===== config.mk =====
export PLATFORM = sky130hd
export DESIGN_NAME = acc_readout
export DESIGN_NICKNAME = d
export VERILOG_FILES = /design/src/rtl/acc_readout_pkg.sv /design/src/rtl/acc_slice_sel.sv /design/src/rtl/acc_clamp.sv /design/src/rtl/acc_readout.sv
export SDC_FILE = /design/constraint.sdc
export NUM_CORES = 1
export LEC_CHECK = 0
export BUFFER_PORTS_ARGS = -buffer_cell sky130_fd_sc_hd__buf_2
export CORE_MARGIN = 8
export CORE_UTILIZATION = 45
export DETAILED_ROUTE_END_ITERATION = 6
export GPL_TIMING_DRIVEN = 0
export PLACE_DENSITY = 0.77
export SLEW_MARGIN = 40
export SYNTH_ARGS = -nofsm -noshare
export SYNTH_HDL_FRONTEND = slang
export SYNTH_SLANG_ARGS = --single-unit

===== constraint.sdc =====
create_clock -name clk -period 2.2 [get_ports clk]
set_input_delay 0.55 -clock clk [delete_from_list [all_inputs] [get_ports clk]]
set_output_delay 0.55 -clock clk [all_outputs]
set_load 0.01 [all_outputs]

===== src/rtl/acc_readout_pkg.sv =====
// Shared widths and opcode encoding for the accumulator readout unit.
// Assumes a 72-bit two's-complement accumulator and a 64-bit result port.
package acc_readout_pkg;
    localparam int ACC_W = 72;
    localparam int RES_W = 64;
    localparam int WORD_W = 32;
    localparam int OP_W = 3;

    typedef enum logic [OP_W-1:0] {
        OP_LOW   = 3'd0,
        OP_MID   = 3'd1,
        OP_GUARD = 3'd2,
        OP_NAR32 = 3'd3,
        OP_NAR64 = 3'd4
    } acc_op_e;
endpackage


===== src/rtl/acc_slice_sel.sv =====
// Raw slice reads of the accumulator: low word, middle word, guard byte.
// Each slice is zero-extended to RES_W. Purely combinational.
// Assumes ACC_W = 2*WORD_W + guard width and RES_W >= WORD_W.
module acc_slice_sel #(
    parameter int ACC_W  = 72,
    parameter int WORD_W = 32,
    parameter int RES_W  = 64
) (
    input  logic [ACC_W-1:0] acc,
    output logic [RES_W-1:0] low_word,
    output logic [RES_W-1:0] mid_word,
    output logic [RES_W-1:0] guard_byte
);
    localparam int GUARD_W = ACC_W - 2*WORD_W;

    // Zero-extend each slice onto the result width.
    always_comb begin
        low_word   = '0;
        mid_word   = '0;
        guard_byte = '0;
        low_word[WORD_W-1:0]   = acc[WORD_W-1:0];
        mid_word[WORD_W-1:0]   = acc[2*WORD_W-1:WORD_W];
        guard_byte[GUARD_W-1:0] = acc[ACC_W-1:2*WORD_W];
    end
endmodule


===== src/rtl/acc_clamp.sv =====
// Signed narrowing of the accumulator to OUT_W bits. Out-of-range values
// clamp to the largest positive or smallest negative OUT_W-bit value.
// Assumes OUT_W < ACC_W and OUT_W <= RES_W. Result is zero-extended.
module acc_clamp #(
    parameter int ACC_W = 72,
    parameter int OUT_W = 32,
    parameter int RES_W = 64
) (
    input  logic [ACC_W-1:0] acc,
    output logic [RES_W-1:0] value,
    output logic             clamped
);
    localparam int TOP_W = ACC_W - OUT_W + 1;

    logic [TOP_W-1:0] top_bits;
    logic             fits;
    logic [OUT_W-1:0] narrow;

    // In range when all bits from the target sign bit upward agree.
    always_comb begin
        top_bits = acc[ACC_W-1:OUT_W-1];
        fits     = (top_bits == '0) || (top_bits == '1);
    end

    // Pick the passed-through value or the limit matching the sign.
    always_comb begin
        if (fits) begin
            narrow = acc[OUT_W-1:0];
        end else begin
            narrow            = {OUT_W{~acc[ACC_W-1]}};
            narrow[OUT_W-1]   = acc[ACC_W-1];
        end
        value          = '0;
        value[OUT_W-1:0] = narrow;
        clamped        = ~fits;
    end
endmodule


===== src/rtl/acc_readout.sv =====
// Top of the accumulator readout unit. Selects a slice read or a signed
// narrowing by opcode and registers result, valid and clamp flag with one
// cycle latency. Synchronous active-low reset. Assumes valid_i is low
// during reset.
module acc_readout
    import acc_readout_pkg::*;
(
    input  logic             clk,
    input  logic             rst_n,
    input  logic [71:0]      acc_i,
    input  logic [2:0]       op_i,
    input  logic             valid_i,
    output logic [63:0]      result_o,
    output logic             valid_o,
    output logic             sat_o
);
    localparam int N_NAR = RES_W / WORD_W;

    logic [RES_W-1:0] low_w, mid_w, guard_w;
    logic [RES_W-1:0] nar_val [N_NAR];
    logic [N_NAR-1:0] nar_clp;
    logic [RES_W-1:0] next_res;
    logic             next_sat;

    acc_slice_sel #(.ACC_W(ACC_W), .WORD_W(WORD_W), .RES_W(RES_W)) u_slice (
        .acc        (acc_i),
        .low_word   (low_w),
        .mid_word   (mid_w),
        .guard_byte (guard_w)
    );

    // One narrowing unit per multiple of the word width.
    for (genvar g = 0; g < N_NAR; g++) begin : g_nar
        acc_clamp #(.ACC_W(ACC_W), .OUT_W(WORD_W*(g+1)), .RES_W(RES_W)) u_clamp (
            .acc     (acc_i),
            .value   (nar_val[g]),
            .clamped (nar_clp[g])
        );
    end

    // Opcode select of result and clamp flag.
    always_comb begin
        next_res = '0;
        next_sat = 1'b0;
        case (op_i)
            OP_LOW:   next_res = low_w;
            OP_MID:   next_res = mid_w;
            OP_GUARD: next_res = guard_w;
            OP_NAR32: begin next_res = nar_val[0]; next_sat = nar_clp[0]; end
            OP_NAR64: begin next_res = nar_val[1]; next_sat = nar_clp[1]; end
            default:  next_res = '0;
        endcase
    end

    // Output register: result loads on a strobe, flags follow every cycle.
    always_ff @(posedge clk) begin
        if (!rst_n) begin
            result_o <= '0;
            valid_o  <= 1'b0;
            sat_o    <= 1'b0;
        end else begin
            valid_o <= valid_i;
            sat_o   <= valid_i & next_sat;
            if (valid_i) result_o <= next_res;
        end
    end

    // Assertion support: one cycle of history since reset release.
    logic hist_ok;
    always_ff @(posedge clk) begin
        if (!rst_n) hist_ok <= 1'b0;
        else        hist_ok <= 1'b1;
    end

    AST_VALID_FOLLOWS: assert property (@(posedge clk) disable iff (!rst_n)
        hist_ok |-> (valid_o == $past(valid_i)));
    AST_SAT_WITH_VALID: assert property (@(posedge clk) disable iff (!rst_n)
        sat_o |-> valid_o);
    AST_SAT_ONLY_NARROW: assert property (@(posedge clk) disable iff (!rst_n)
        (hist_ok && sat_o) |-> ($past(op_i) == OP_NAR32 || $past(op_i) == OP_NAR64));
    AST_GUARD_UPPER_ZERO: assert property (@(posedge clk) disable iff (!rst_n)
        (hist_ok && valid_o && $past(op_i) == OP_GUARD) |-> (result_o[63:8] == '0));
    AST_NAR32_UPPER_ZERO: assert property (@(posedge clk) disable iff (!rst_n)
        (hist_ok && valid_o && $past(op_i) == OP_NAR32) |-> (result_o[63:32] == '0));
    AST_HOLD_IDLE: assert property (@(posedge clk) disable iff (!rst_n)
        (hist_ok && !$past(valid_i)) |-> $stable(result_o));
endmodule


== After elaboration in Yosys (flattened, before gate mapping) ==
Cells that the tools add are included.

* Register bits: 66
* Bits in latches: 0
* RAM bits: 0
* Memory bits (read-only): 0
* Word-level logic and storage cells: 22
* Memories kept: 0

* $add $sub $neg: 0
* Multiply operators: 0
* Div/mod/pow operators: 0
* Order comparisons: 0
* Equality and inequality tests: 6
* Shift-type cells: 0
* Mux-type cells: 4
* Bitwise gates (word level): 4
* Reductions and logical operators: 5

{| class="wikitable"
|+ Operators by type and width
! kind !! count
|-
| $pmux W64 S5 || 1
|-
| $mux W64 || 1
|-
| $eq A41 B41 Y1 const B || 1
|-
| $logic_not A41 Y1 || 1
|-
| $mux W32 || 1
|-
| $eq A9 B9 Y1 const B || 1
|-
| $logic_not A9 Y1 || 1
|-
| $eq A3 B2 Y1 const B || 2
|-
| $eq A3 B1 Y1 const B || 1
|-
| $eq A3 B3 Y1 const B || 1
|-
| $logic_not A3 Y1 || 1
|-
| $not A1 Y1 || 3
|-
| $logic_or A1 B1 Y1 || 2
|-
| $pmux W1 S2 || 1
|-
| $and A1 B1 Y1 || 1
|}

== Logic depth before layout (Yosys ltp) ==
Gate-level depths: netlist of run 1.

* Word-level depth: 5
* Mapped depth: 9
* Mapped depth without buffers: 6

== Cells and area by module ==
A second synthesis of run 1 with hierarchy kept.

* Cell total of the unflattened synthesis: 1130
* Area, all modules: 8308.0 sq um

{| class="wikitable"
|+ By module, submodules not included
! module !! instances !! cells each !! area an instance (sq um) !! sequential area each (sq um)
|-
| acc_readout || 1 || 642 || 4874.7 || 1321.3
|-
| acc_slice_sel || 1 || 193 || 1445.1 || 0.0
|-
| acc_clamp (g_nar[1].u_clamp) || 1 || 161 || 1043.5 || 0.0
|-
| acc_clamp (g_nar[0].u_clamp) || 1 || 134 || 944.7 || 0.0
|}

== Worst setup path after synthesis of run 1 ==
Ideal clock, no wire load.

* Path type: input port to flip-flop
* Start: input acc_i[45]
* End: register result_o[11]
* Library setup time: 0.122 ns
* Data arrival time: 2.124 ns
* Data required time: 2.078 ns
* Path slack: -0.046 ns
* Stages: 8
* Buffers on the path: 2
* Path through: nand4_1 -> or4_1 -> nor3_2 -> or4_1 -> buf_6 -> nand2_4 -> buf_6 -> o311a_1

* Longest elaborated chain between the ends: 4

{| class="wikitable"
|+ Ends and longest elaborated chain
! item !! RTL line !! source
|-
| from (decl) || acc_readout.sv:10 || <nowiki>input logic [71:0] acc_i,</nowiki>
|-
| $eq A41 B41 Y1 or $logic_not A41 Y1 (tied branches) || acc_clamp.sv:22 || <nowiki>fits = (top_bits == '0) || (top_bits == '1);</nowiki>
|-
| $logic_or A1 B1 Y1 (*) || acc_clamp.sv:22 ||
|-
| $mux W32 (*) || acc_clamp.sv:27 || <nowiki>if (fits) begin</nowiki>
|-
| $pmux W64 S5 (*) || acc_readout.sv:45 || <nowiki>case (op_i)</nowiki>
|-
| to (signal assigned) || acc_readout.sv:64 || <nowiki>if (valid_i) result_o <= next_res;</nowiki>
|-
| to (decl) || acc_readout.sv:13 || <nowiki>output logic [63:0] result_o,</nowiki>
|}

Mark *: on every way between the ends. The rest lies on a longest branch, timed or not.
A chain may end at the register's enable or synchronous reset.

== Worst setup path in the final report of run 1 ==
* Start: input acc_i[35]
* End: register result_o[11]

Same word-level chain as after synthesis.

==> metrics.sh, run 1 <==
NUMBER_OF_ANTENNA_VIOLATIONS_AT_THE_FIRST_CHECK_IN_GLOBAL_ROUTING=0
POST_DRT_WL_PER_CELL_UM=18.2
CP_SLOWEST_CELL='sky130_fd_sc_hd__nor4_1'
DRT-TOTAL-WL_UM=13400
FINALCOREUTILIZATION=0.600
CTSROOTBUFFERMASTER='sky130_fd_sc_hd__clkbuf_8'
TIMING.FINAL.CRIT_PERIOD_NS=2.16
SYN-MEAN-INSTANCE-AREA_UM2=7.99
WORSTHOLDPATHTYPE='flop to flop'
CTS-HTREE-LEVELS=3
SEQ_AREA_MM2=0.00132
MAX_CAP_VIOL_COUNT=0
SHARE_OF_TOTAL_POWER_CONSUMED_BY_NET_SWITCHING=0.277
COMBPWRFRAC=0.159
SYN_TO_FINAL_GROWTH_PCT=30.0
NETSWITCHINGPOWER_mW=0.764
WORST_SETUP_PATH_END_KIND='flop'
FIN_NETS=704
SYNTH.FF_LATCH_COUNT=66
MOSTFREQUENTLAYOUTCELLS='sky130_fd_sc_hd__buf_2 (137), sky130_fd_sc_hd__dfxtp_1 (66), sky130_fd_sc_hd__o21ai_0 (65)'
FLOORPLAN.INITIALDENSITY=0.461
CRITICAL_PATH.MAX_FANOUT=10
DETAIL_ROUTE.DRC_VIOLATIONS=0
HOLDWS_NS=0.474
DIE_HEIGHT_UM=108
DIE_WIDTH_UM=108
DRT_FIRST_ITER_VIOLATIONS=291
NUM_ROWS=33
CTS_NUM_SINKS=66
FMAXACHIEVABLE_MHz=464
POWER_PER_UNIT_OF_STANDARD_CELL_AREA_mW_PER_MM2=561
FIN_SKEW_NS=0
FIRSTDRTPASSITERS=7
CTS_BUFFER_DEPTH=2
CTS-BUFFERS-INSERTED=9
STATUS='finished clean'
WORST_PIN_SLEW_NS=0.605
CRIT_PATH_MAX_INCR_DELAY_NS=0.41
SYNTH_FP_NETS=550
POWER.STATIC_LEAKAGE_nW=2.14
MULTI_INPUT_COMB_AREA_MM2=0.00221
TIMING.CRITICAL_PATH.BUF_INV=3
GLOBAL_ROUTE_WIRE_LENGTH_BEFORE_REPAIR_UM=20900
FILLCELLCOUNT=767
GRT-OVFL-TOTAL=0
CLOCK_LATENCY_NS=0.34
POSTLAYOUTCELLAREA_MM2=0.00491
SYNTHADDERAREAFRAC=0
SHARE_SEQ_OF_TOTAL_POWER=0.450
CLOCK_POWER_SHARE=0.391
COMPOUND_CELL_AREA_SHARE_OF_THE_YOSYS_NETLIST=0.373
IOPINCOUNT=144
FINAL_MAX_SLEW_VIOL_COUNT=0
SYNTH_TOP_FAMILY_BY_AREA='compound AO/OA/AOI/OAI gates'
POWER_REPORT.INTERNAL_TOTAL_mW=1.99
CP_DATA_REQUIRED_TIME_NS=2.44
LAYOUT_COMMONEST_CELL='sky130_fd_sc_hd__buf_2'
WORST_IR_DROP_VDD_mV=0.323
FINAL_ANTENNA_NET_COUNT=0
SYNTH-SIMPLE-AREA-SHARE=0.178
FINAL_MIN_PERIOD_OVER_CLOCK_PERIOD=0.980
SETUP.WORST_PATH.START_CLASS='input pin'
GPL.FINAL_WEIGHTED_CONGESTION=0.923
TRITONCTS='done'
FLOORPLAN.DIE_AREA_MM2=0.0116
POST_DP_CELL_AREA_MM2=0.00461
GRT_MAX_DEGREE=13
NETLIST_AREA_MM2=0.00377
NUM_ANTENNA_CELLS=0
TRACK_USAGE=0.224
VIAS_AFTER_DETAILED_ROUTING=4285
YS_TYPES=34
GRT_PASS1_VIAS=4145
SETUP_VIOL=0
PATH_CLASS='input pin to flop'
YOSYS.AREA_SHARE.XOR_XNOR=0
ROUTE.DETAILED.VIAS_PER_INST=5.82
SLEW_HEADROOM=0.597
YOSYS_WARNINGS=0
PLACEABLECOREAREA_MM2=0.00818
TIMING.CRITICAL_PATH.MAX_DELAY_FAMILY='simple AND/OR/NAND/NOR gates'
DETAILED_PLACE_HPWL_UM=10400
PATH_CELLS='buf_2 > nor4_1 > nand4_1 > nor3_4 > or4_4 > buf_6 > nand2_4 > buf_8 > o311a_1'
SYNTH.MUX.AREA_FRACTION=0.0242
IO_BUFFER_COUNT=141
SEQUENTIAL_SHARE_OF_THE_SYNTHESIZED_AREA=0.350
SHARE_OF_FINAL_LAYOUT_STANDARD_CELLS_STRONGER_THAN_DRIVE_STRENGTH_1=0.290
SYN_INST=472
TIMING.CRITICAL_PATH.ARRIVAL_NS=2.39
HOLD_VIOL_FINAL=0
CLOCK_TRANSITION_TIME_AT_THE_FLIP_FLOP_CLOCK_PINS_OF_THE_WORST_SETUP_AND_HOLD_PATHS_NS=0.07
FIN_TNS_SETUP_NS=0
## Yosys cell counts, drive strengths merged
cell | n | area, µm²
nor2b | 12 | 75.1
clkbuf | 38 | 143
o22ai | 1 | 6.26
nand2b | 31 | 194
dfxtp | 66 | 1320
a31oi | 8 | 50.1
mux2i | 8 | 80.1
a21oi | 11 | 55.1
nand2 | 39 | 154
clkinv | 1 | 3.75
mux2 | 1 | 11.3
nor2 | 3 | 11.3
inv | 24 | 90.1
nand3 | 3 | 15.0
or3 | 2 | 13.8
nand4 | 11 | 68.8
nor4 | 9 | 56.3
a21boi | 55 | 413
o211ai | 31 | 233
buf | 6 | 46.3
or4 | 3 | 22.5
o311a | 23 | 234
o2bb2ai | 8 | 70.1
nor3 | 6 | 35.0
o21a | 1 | 7.51
o21ai | 66 | 330
and2 | 4 | 25.0
o21bai | 1 | 7.51
## routing by layer
layer  part of all wire  wire length, µm  global-route usage
met5                  0                0                   0
met4              0.021              275              0.0872
met3              0.078             1040              0.0497
met2               0.48             6450               0.365
met1               0.42             5630               0.279
## cell families after synthesis
kind of cell / Yosys count
mux: 9
flops: 66
simple gates: 123
buf+inv: 69
compound gates: 205
## registers in the layout (all words and copies together) (netlist names)
name,flops
sat_o,1
result_o,64
valid_o,1
## timing repair
action,in CTS,in global routing
gates resized for setup,3,23
hold buffers,0,0
setup endpoints to repair,20,36
setup buffers,2,0
pin swaps,2,3
gates cloned,0,0
## per-stage QoR
step,std cells,setup WS [ns],total power [mW]
after global placement,718,-0.377,1.68
after CTS,736,0.00881,2.75
after global routing,736,-0.00417,2.87
after detailed placement,718,-0.458,1.69
final,736,0.0446,2.75
after floorplan,472,-0.0388,1.49
## cell type report
| type | count | share of cell area |
|---|---|---|
| timing repair buffer | 143 | 0.149 |
| buffer | 44 | 0.0406 |
| clock inverter | 5 | 0.0128 |
| clock buffer | 11 | 0.0309 |
| tap | 105 | 0.0268 |
| inverter | 25 | 0.0191 |
| sequential | 66 | 0.269 |
| multi-input combinational | 337 | 0.451 |
## worst paths after layout
kind	from	end	slack (ns)	cells past startpoint
worst min register to register	result_o[61]	result_o[61]	0.47	2
worst max-delay path	acc_i[35]	result_o[11]	0.04	9
worst min-delay path	result_o[61]	result_o[61]	0.47	2
worst max register to register	result_o[28]	result_o[28]	1.22	3
## power groups by stage
stage / combinational [mW] / sequential [mW] / clock (mW)
6_report: 0.438 / 1.24 / 1.08
5_1_grt: 0.477 / 1.24 / 1.15
4_1_cts: 0.425 / 1.24 / 1.09
3_5_place_dp: 0.421 / 1.27 / 0
3_3_place_gp: 0.414 / 1.26 / 0
2_1_floorplan: 0.208 / 1.28 / 0
## worst min-delay path, stage by stage (launching register included)
cell and delay, ns:
sky130_fd_sc_hd__dfxtp_1 0.31, sky130_fd_sc_hd__nand2b_1 0.06, sky130_fd_sc_hd__a21boi_0 0.06
Note: power is estimated with default switching activity, not from simulation.
==> inputs of run 2 (changes only) <==
==> constraint.sdc (replaced) <==
create_clock -name clk -period 2.2 [get_ports clk]
set_input_delay 0.11 -clock clk [delete_from_list [all_inputs] [get_ports clk]]
set_output_delay 0.11 -clock clk [all_outputs]
set_load 0.01 [all_outputs]
==> metrics.sh, run 2 (synthesis results as in run 1) <==
STATUS='finished clean'
CTS_BUFFER_DEPTH=2
TIMING.CRITICAL_PATH.ARRIVAL_NS=2.08
SHARE_OF_FINAL_LAYOUT_STANDARD_CELLS_STRONGER_THAN_DRIVE_STRENGTH_1=0.269
CRIT_PATH_MAX_INCR_DELAY_NS=0.54
LARGEST_REGISTER_FFS=64
ROUTE.DETAILED.VIAS_PER_INST=5.70
GRT-OVFL-TOTAL=0
PATH_CLASS='input pin to flop'
FINAL_ANTENNA_NET_COUNT=0
MOSTFREQUENTLAYOUTCELLS='sky130_fd_sc_hd__buf_2 (142), sky130_fd_sc_hd__o21ai_0 (66), sky130_fd_sc_hd__dfxtp_1 (66)'
POST-CTS-SETUP-BUFFER-COUNT=0
VIAS_AFTER_DETAILED_ROUTING=4187
FMAXACHIEVABLE_MHz=540
FIRSTDRTPASSITERS=5
FLOORPLAN.DIE_AREA_MM2=0.0116
IOPINCOUNT=144
CRIT_PATH_END='result_o[22]'
GLOBAL_ROUTE_WIRE_LENGTH_BEFORE_REPAIR_UM=20400
COMBPWRFRAC=0.156
SHARE_SEQ_OF_TOTAL_POWER=0.449
TRACK_USAGE=0.218
CLOCK_TRANSITION_TIME_AT_THE_FLIP_FLOP_CLOCK_PINS_OF_THE_WORST_SETUP_AND_HOLD_PATHS_NS=0.08
PATH_CELLS='buf_2 > nand4_1 > or3_1 > nand2_1 > o21ai_0 > clkbuf_1 > a21boi_0 > o311a_1'
SHARE_OF_TOTAL_POWER_CONSUMED_BY_NET_SWITCHING=0.279
NUM_ANTENNA_CELLS=0
GRT_SETUP_UNREPAIRED='false'
TIMING.FINAL.CRIT_PERIOD_NS=1.85
GRT_PASS1_VIAS=4186
REGISTERS.TOP_BY_FF_COUNT='result_o'
DETAILED_PLACE_HPWL_UM=10300
FIN_TNS_SETUP_NS=0
POWER_REPORT.INTERNAL_TOTAL_mW=1.99
FIN_NETS=702
CP_SLOWEST_CELL='sky130_fd_sc_hd__o21ai_0'
CTS-BUFFERS-INSERTED=9
GRT_MAX_DEGREE=13
SETUP.WORST_PATH.START_CLASS='input pin'
DIE_HEIGHT_UM=108
PLACEABLECOREAREA_MM2=0.00818
IO_BUFFER_COUNT=141
SETUP_VIOL=0
CTSROOTBUFFERMASTER='sky130_fd_sc_hd__clkbuf_8'
HOLD_VIOL_FINAL=0
CLOCK_POWER_SHARE=0.395
FIN_WS_NS=0.349
POST_DRT_WL_PER_CELL_UM=17.9
DETAIL_ROUTE.DRC_VIOLATIONS=0
TIMING.REG2REG.SETUP_SLACK_NS=1.30
TRITONCTS='done'
FINAL_MAX_SLEW_VIOL_COUNT=0
MAX_CAP_VIOL_COUNT=0
CP_DATA_REQUIRED_TIME_NS=2.43
DIE_WIDTH_UM=108
DRT-TOTAL-WL_UM=13200
WORST_IR_DROP_VDD_mV=0.361
NETSWITCHINGPOWER_mW=0.768
LAYOUT_COMMONEST_CELL='sky130_fd_sc_hd__buf_2'
SYN_TO_FINAL_GROWTH_PCT=27.9
REG_TOP3='result_o (64), sat_o (1), valid_o (1)'
WORSTHOLDPATHTYPE='input pin to flop'
POSTCTSRESIZEDCELLS=0
WORST_PIN_SLEW_NS=0.665
RR_ENDPOINT='result_o[9]'
CTS_NUM_SINKS=66
CRITICAL_PATH.MAX_FANOUT=10
GPL.FINAL_WEIGHTED_CONGESTION=0.928
SLEW_HEADROOM=0.552
POWER.STATIC_LEAKAGE_nW=2.08
DP_SLACK_NS=0.00818
NUM_ROWS=33
CRIT_PATH_START='acc_i[63]'
CTS.HOLD.BUFFERS_ADDED=0
CLOCK_LATENCY_NS=0.34
FINAL_MIN_PERIOD_OVER_CLOCK_PERIOD=0.841
CTS-HTREE-LEVELS=3
FF2FF_PATH_DEPTH=3
POWER_PER_UNIT_OF_STANDARD_CELL_AREA_mW_PER_MM2=571
FLOORPLAN.INITIALDENSITY=0.461
NUMBER_OF_ANTENNA_VIOLATIONS_AT_THE_FIRST_CHECK_IN_GLOBAL_ROUTING=0
RR_STARTPOINT='result_o[9]'
FIN_SKEW_NS=0
DRT_FIRST_ITER_VIOLATIONS=292
WORST_SETUP_PATH_END_KIND='flop'
==> run 2: worst min-delay path by stage <==
| stage | start | slack [ns] | endpoint | cells past startpoint |
|---|---|---|---|---|
| 3_5_place_dp | acc_i[3] | 0.45 | result_o[3] | 3 |
| 4_1_cts | acc_i[3] | 0.09 | result_o[3] | 3 |
| 2_1_floorplan | op_i[1] | 0.32 | result_o[31] | 3 |
| 6_report | acc_i[3] | 0.10 | result_o[3] | 3 |
| 5_1_grt | acc_i[1] | 0.12 | result_o[1] | 3 |
| 3_3_place_gp | acc_i[0] | 0.43 | result_o[0] | 3 |
==> run 2: power by group through the flow <==
stage	Sequential (mW)	Combinational, mW	Clock (mW)
after floorplan	1.28	0.208	0
after global routing	1.24	0.468	1.16
final	1.24	0.429	1.09
after CTS	1.24	0.422	1.10
after detailed placement	1.27	0.421	0
after global placement	1.26	0.413	0
==> run 2: critical path, delay by kind of cell <==
family                 cells  cell delay [ns]
AOI/OAI and AO/OA          3             1.06
buffers and inverters      2             0.52
and+or+nand+nor            3             0.39
==> run 2: cell type report <==
class	count	area, µm²
multi-input combinational	337	2170
inverter	25	93.8
tap	105	131
timing repair buffer	141	706
clock inverter	5	60.1
fill	786	3350
clock buffer	11	151
buffer	44	189
sequential	66	1320
==> run 2: per-layer routing <==
metal  up-vias  share of wire  wire [µm]  GRT usage
met5         -              0          0          0
met4         0          0.028        368      0.101
met3        34          0.074        978     0.0413
met2       190           0.47       6160      0.354
met1      1926           0.43       5660      0.272
li1       2037              -          -          -
==> run 2: per-stage QoR <==
step / cells / util / cell area (µm²) / power (mW) / hold slack (ns)
global placement: 718 / 0.564 / 4610 / 1.68 / 0.429
finish: 734 / 0.590 / 4830 / 2.76 / 0.103
CTS: 734 / 0.590 / 4830 / 2.76 / 0.0856
floorplan: 472 / - / 3770 / 1.49 / 0.318
global route: 734 / 0.590 / 4830 / 2.86 / 0.123
detailed placement: 718 / 0.564 / 4610 / 1.69 / 0.452
==> inputs of run 3 (changes only) <==
Clock period 2.2 ns to 1.7 ns, I/O delays scaled along.
==> metrics.sh, run 3 (synthesis results as in run 1) <==
STATUS='finished clean'
HOLDWS_NS=0.0799
FIN_TNS_SETUP_NS=0
INSTANCES_NO_FILL=736
FINALCOREUTILIZATION=0.604
DIE_WIDTH_UM=108
CRIT_PATH_MAX_INCR_DELAY_NS=0.56
TIMING.CRITICAL_PATH.BUF_INV=2
GRT_SETUP_UNREPAIRED='false'
DRT-TOTAL-WL_UM=13500
SHARE_OF_FINAL_LAYOUT_STANDARD_CELLS_STRONGER_THAN_DRIVE_STRENGTH_1=0.290
NUM_ROWS=33
ROUTE.DETAILED.VIAS_PER_INST=5.79
POST_DP_CELL_AREA_MM2=0.00461
IO_BUFFER_COUNT=141
WORSTHOLDPATHTYPE='input pin to flop'
TIMING.CRITICAL_PATH.ARRIVAL_NS=1.86
SYN_TO_FINAL_GROWTH_PCT=30.9
PLACEABLECOREAREA_MM2=0.00818
FIRSTDRTPASSITERS=5
FIN_NETS=704
NUMBER_OF_ANTENNA_VIOLATIONS_AT_THE_FIRST_CHECK_IN_GLOBAL_ROUTING=0
MAX_CAP_VIOL_COUNT=0
POWER.STATIC_LEAKAGE_nW=2.13
VIAS_AFTER_DETAILED_ROUTING=4263
GRT-OVFL-TOTAL=0
GLOBAL_ROUTE_WIRE_LENGTH_BEFORE_REPAIR_UM=21100
FIN_SKEW_NS=0
TRACK_USAGE=0.225
CP_DATA_REQUIRED_TIME_NS=1.94
PATH_CELLS='clkbuf_4 > nand4_1 > or4_4 > nor3_4 > or4_4 > nand2_8 > buf_8 > o311a_1'
FINAL_ANTENNA_NET_COUNT=0
REG_TOP3='result_o (64), sat_o (1), valid_o (1)'
CTS_BUFFER_DEPTH=2
MOSTFREQUENTLAYOUTCELLS='sky130_fd_sc_hd__buf_2 (135), sky130_fd_sc_hd__dfxtp_1 (66), sky130_fd_sc_hd__o21ai_0 (65)'
CP_SLOWEST_CELL='sky130_fd_sc_hd__or4_4'
CLOCK_LATENCY_NS=0.34
CTS-BUFFERS-INSERTED=9
WORST_SETUP_PATH_END_KIND='flop'
POST_DRT_WL_PER_CELL_UM=18.4
FIN_WS_NS=0.0772
SLEW_HEADROOM=0.584
PLACED_CELLS_INCL_TAPS=718
POWER_PER_UNIT_OF_STANDARD_CELL_AREA_mW_PER_MM2=717
PATH_CLASS='input pin to flop'
SETUP_VIOL=0
FLOORPLAN.DIE_AREA_MM2=0.0116
TIMING.FINAL.CRIT_PERIOD_NS=1.62
CRITPATHMOSTFREQUENTCELL='sky130_fd_sc_hd__or4_4'
CTS.HOLD.BUFFERS_ADDED=0
HOLD_VIOL_FINAL=0
NUM_ANTENNA_CELLS=0
TRITONCTS='done'
FLOORPLAN.INITIALDENSITY=0.461
DP_SLACK_NS=-0.478
FINAL_MAX_SLEW_VIOL_COUNT=0
WORST_PIN_SLEW_NS=0.624
CLOCK_TRANSITION_TIME_AT_THE_FLIP_FLOP_CLOCK_PINS_OF_THE_WORST_SETUP_AND_HOLD_PATHS_NS=0.08
POSTLAYOUTCELLAREA_MM2=0.00494
DETAILED_PLACE_HPWL_UM=10500
FILLCELLCOUNT=778
REGISTERS.TOP_BY_FF_COUNT='result_o'
DIE_HEIGHT_UM=108
FINAL_MIN_PERIOD_OVER_CLOCK_PERIOD=0.955
CTSROOTBUFFERMASTER='sky130_fd_sc_hd__clkbuf_8'
CRITICAL_PATH.MAX_FANOUT=7
IOPINCOUNT=144
GRT_MAX_DEGREE=14
WORST_IR_DROP_VDD_mV=0.341
GPL.FINAL_WEIGHTED_CONGESTION=0.900
DRT_FIRST_ITER_VIOLATIONS=272
SETUP.WORST_PATH.START_CLASS='input pin'
DESIGN_POWER_TOTAL_mW=3.54
FMAXACHIEVABLE_MHz=616
TIMING.CRITICAL_PATH.MAX_DELAY_FAMILY='simple AND/OR/NAND/NOR gates'
CTS_NUM_SINKS=66
LARGEST_REGISTER_FFS=64
LAYOUT_COMMONEST_CELL='sky130_fd_sc_hd__buf_2'
DETAIL_ROUTE.DRC_VIOLATIONS=0
CTS-HTREE-LEVELS=3
GRT_PASS1_VIAS=4293
-- run 3: cell type report --
class	count	area, µm²	area share
Multi-Input combinational cell	337	2220	0.449
Sequential cell	66	1320	0.268
Timing Repair Buffer	144	781	0.158
Buffer	43	194	0.0393
Tap cell	105	131	0.0266
Clock buffer	9	124	0.0251
Inverter	25	93.8	0.0190
Clock inverter	7	76.3	0.0155
-- run 3: worst paths after layout --
check,start,to,slack (ns),cells past startpoint
setup / recovery,acc_i[45],result_o[21],0.08,8
hold / removal,acc_i[4],result_o[4],0.08,3
setup reg to reg,result_o[29],result_o[29],0.74,3
hold reg to reg,result_o[62],result_o[62],0.48,2
-- run 3: metal layers --
layer | up-vias | routed length, µm | share of wire | track usage
met5 | - | 0 | 0 | 0
met2 | 186 | 6470 | 0.48 | 0.375
met1 | 2010 | 5790 | 0.43 | 0.277
met4 | 0 | 226 | 0.017 | 0.0892
met3 | 21 | 1020 | 0.075 | 0.0461
li1 | 2046 | - | - | -
-- run 3: tightest hold or removal path, cell delays in order --
cell                        delay [ns]
sky130_fd_sc_hd__buf_2            0.09
sky130_fd_sc_hd__o2bb2ai_1        0.06
sky130_fd_sc_hd__a31oi_1          0.15
-- run 3: repair_timing --
item,in CTS,in global routing
gates cloned,0,2
setup buffers,1,0
pin swaps,1,6
resized for setup,3,26
endpoints found under the setup margin,29,54
-- run 3: power by group --
| group | leakage, nW | internal (mW) | switching, mW |
|---|---|---|---|
| sequential | 0.535 | 1.58 | 0.0197 |
| clock | 0.0962 | 0.687 | 0.670 |
| combinational | 1.50 | 0.241 | 0.341 |
| total | 2.13 | 2.51 | 1.03 |
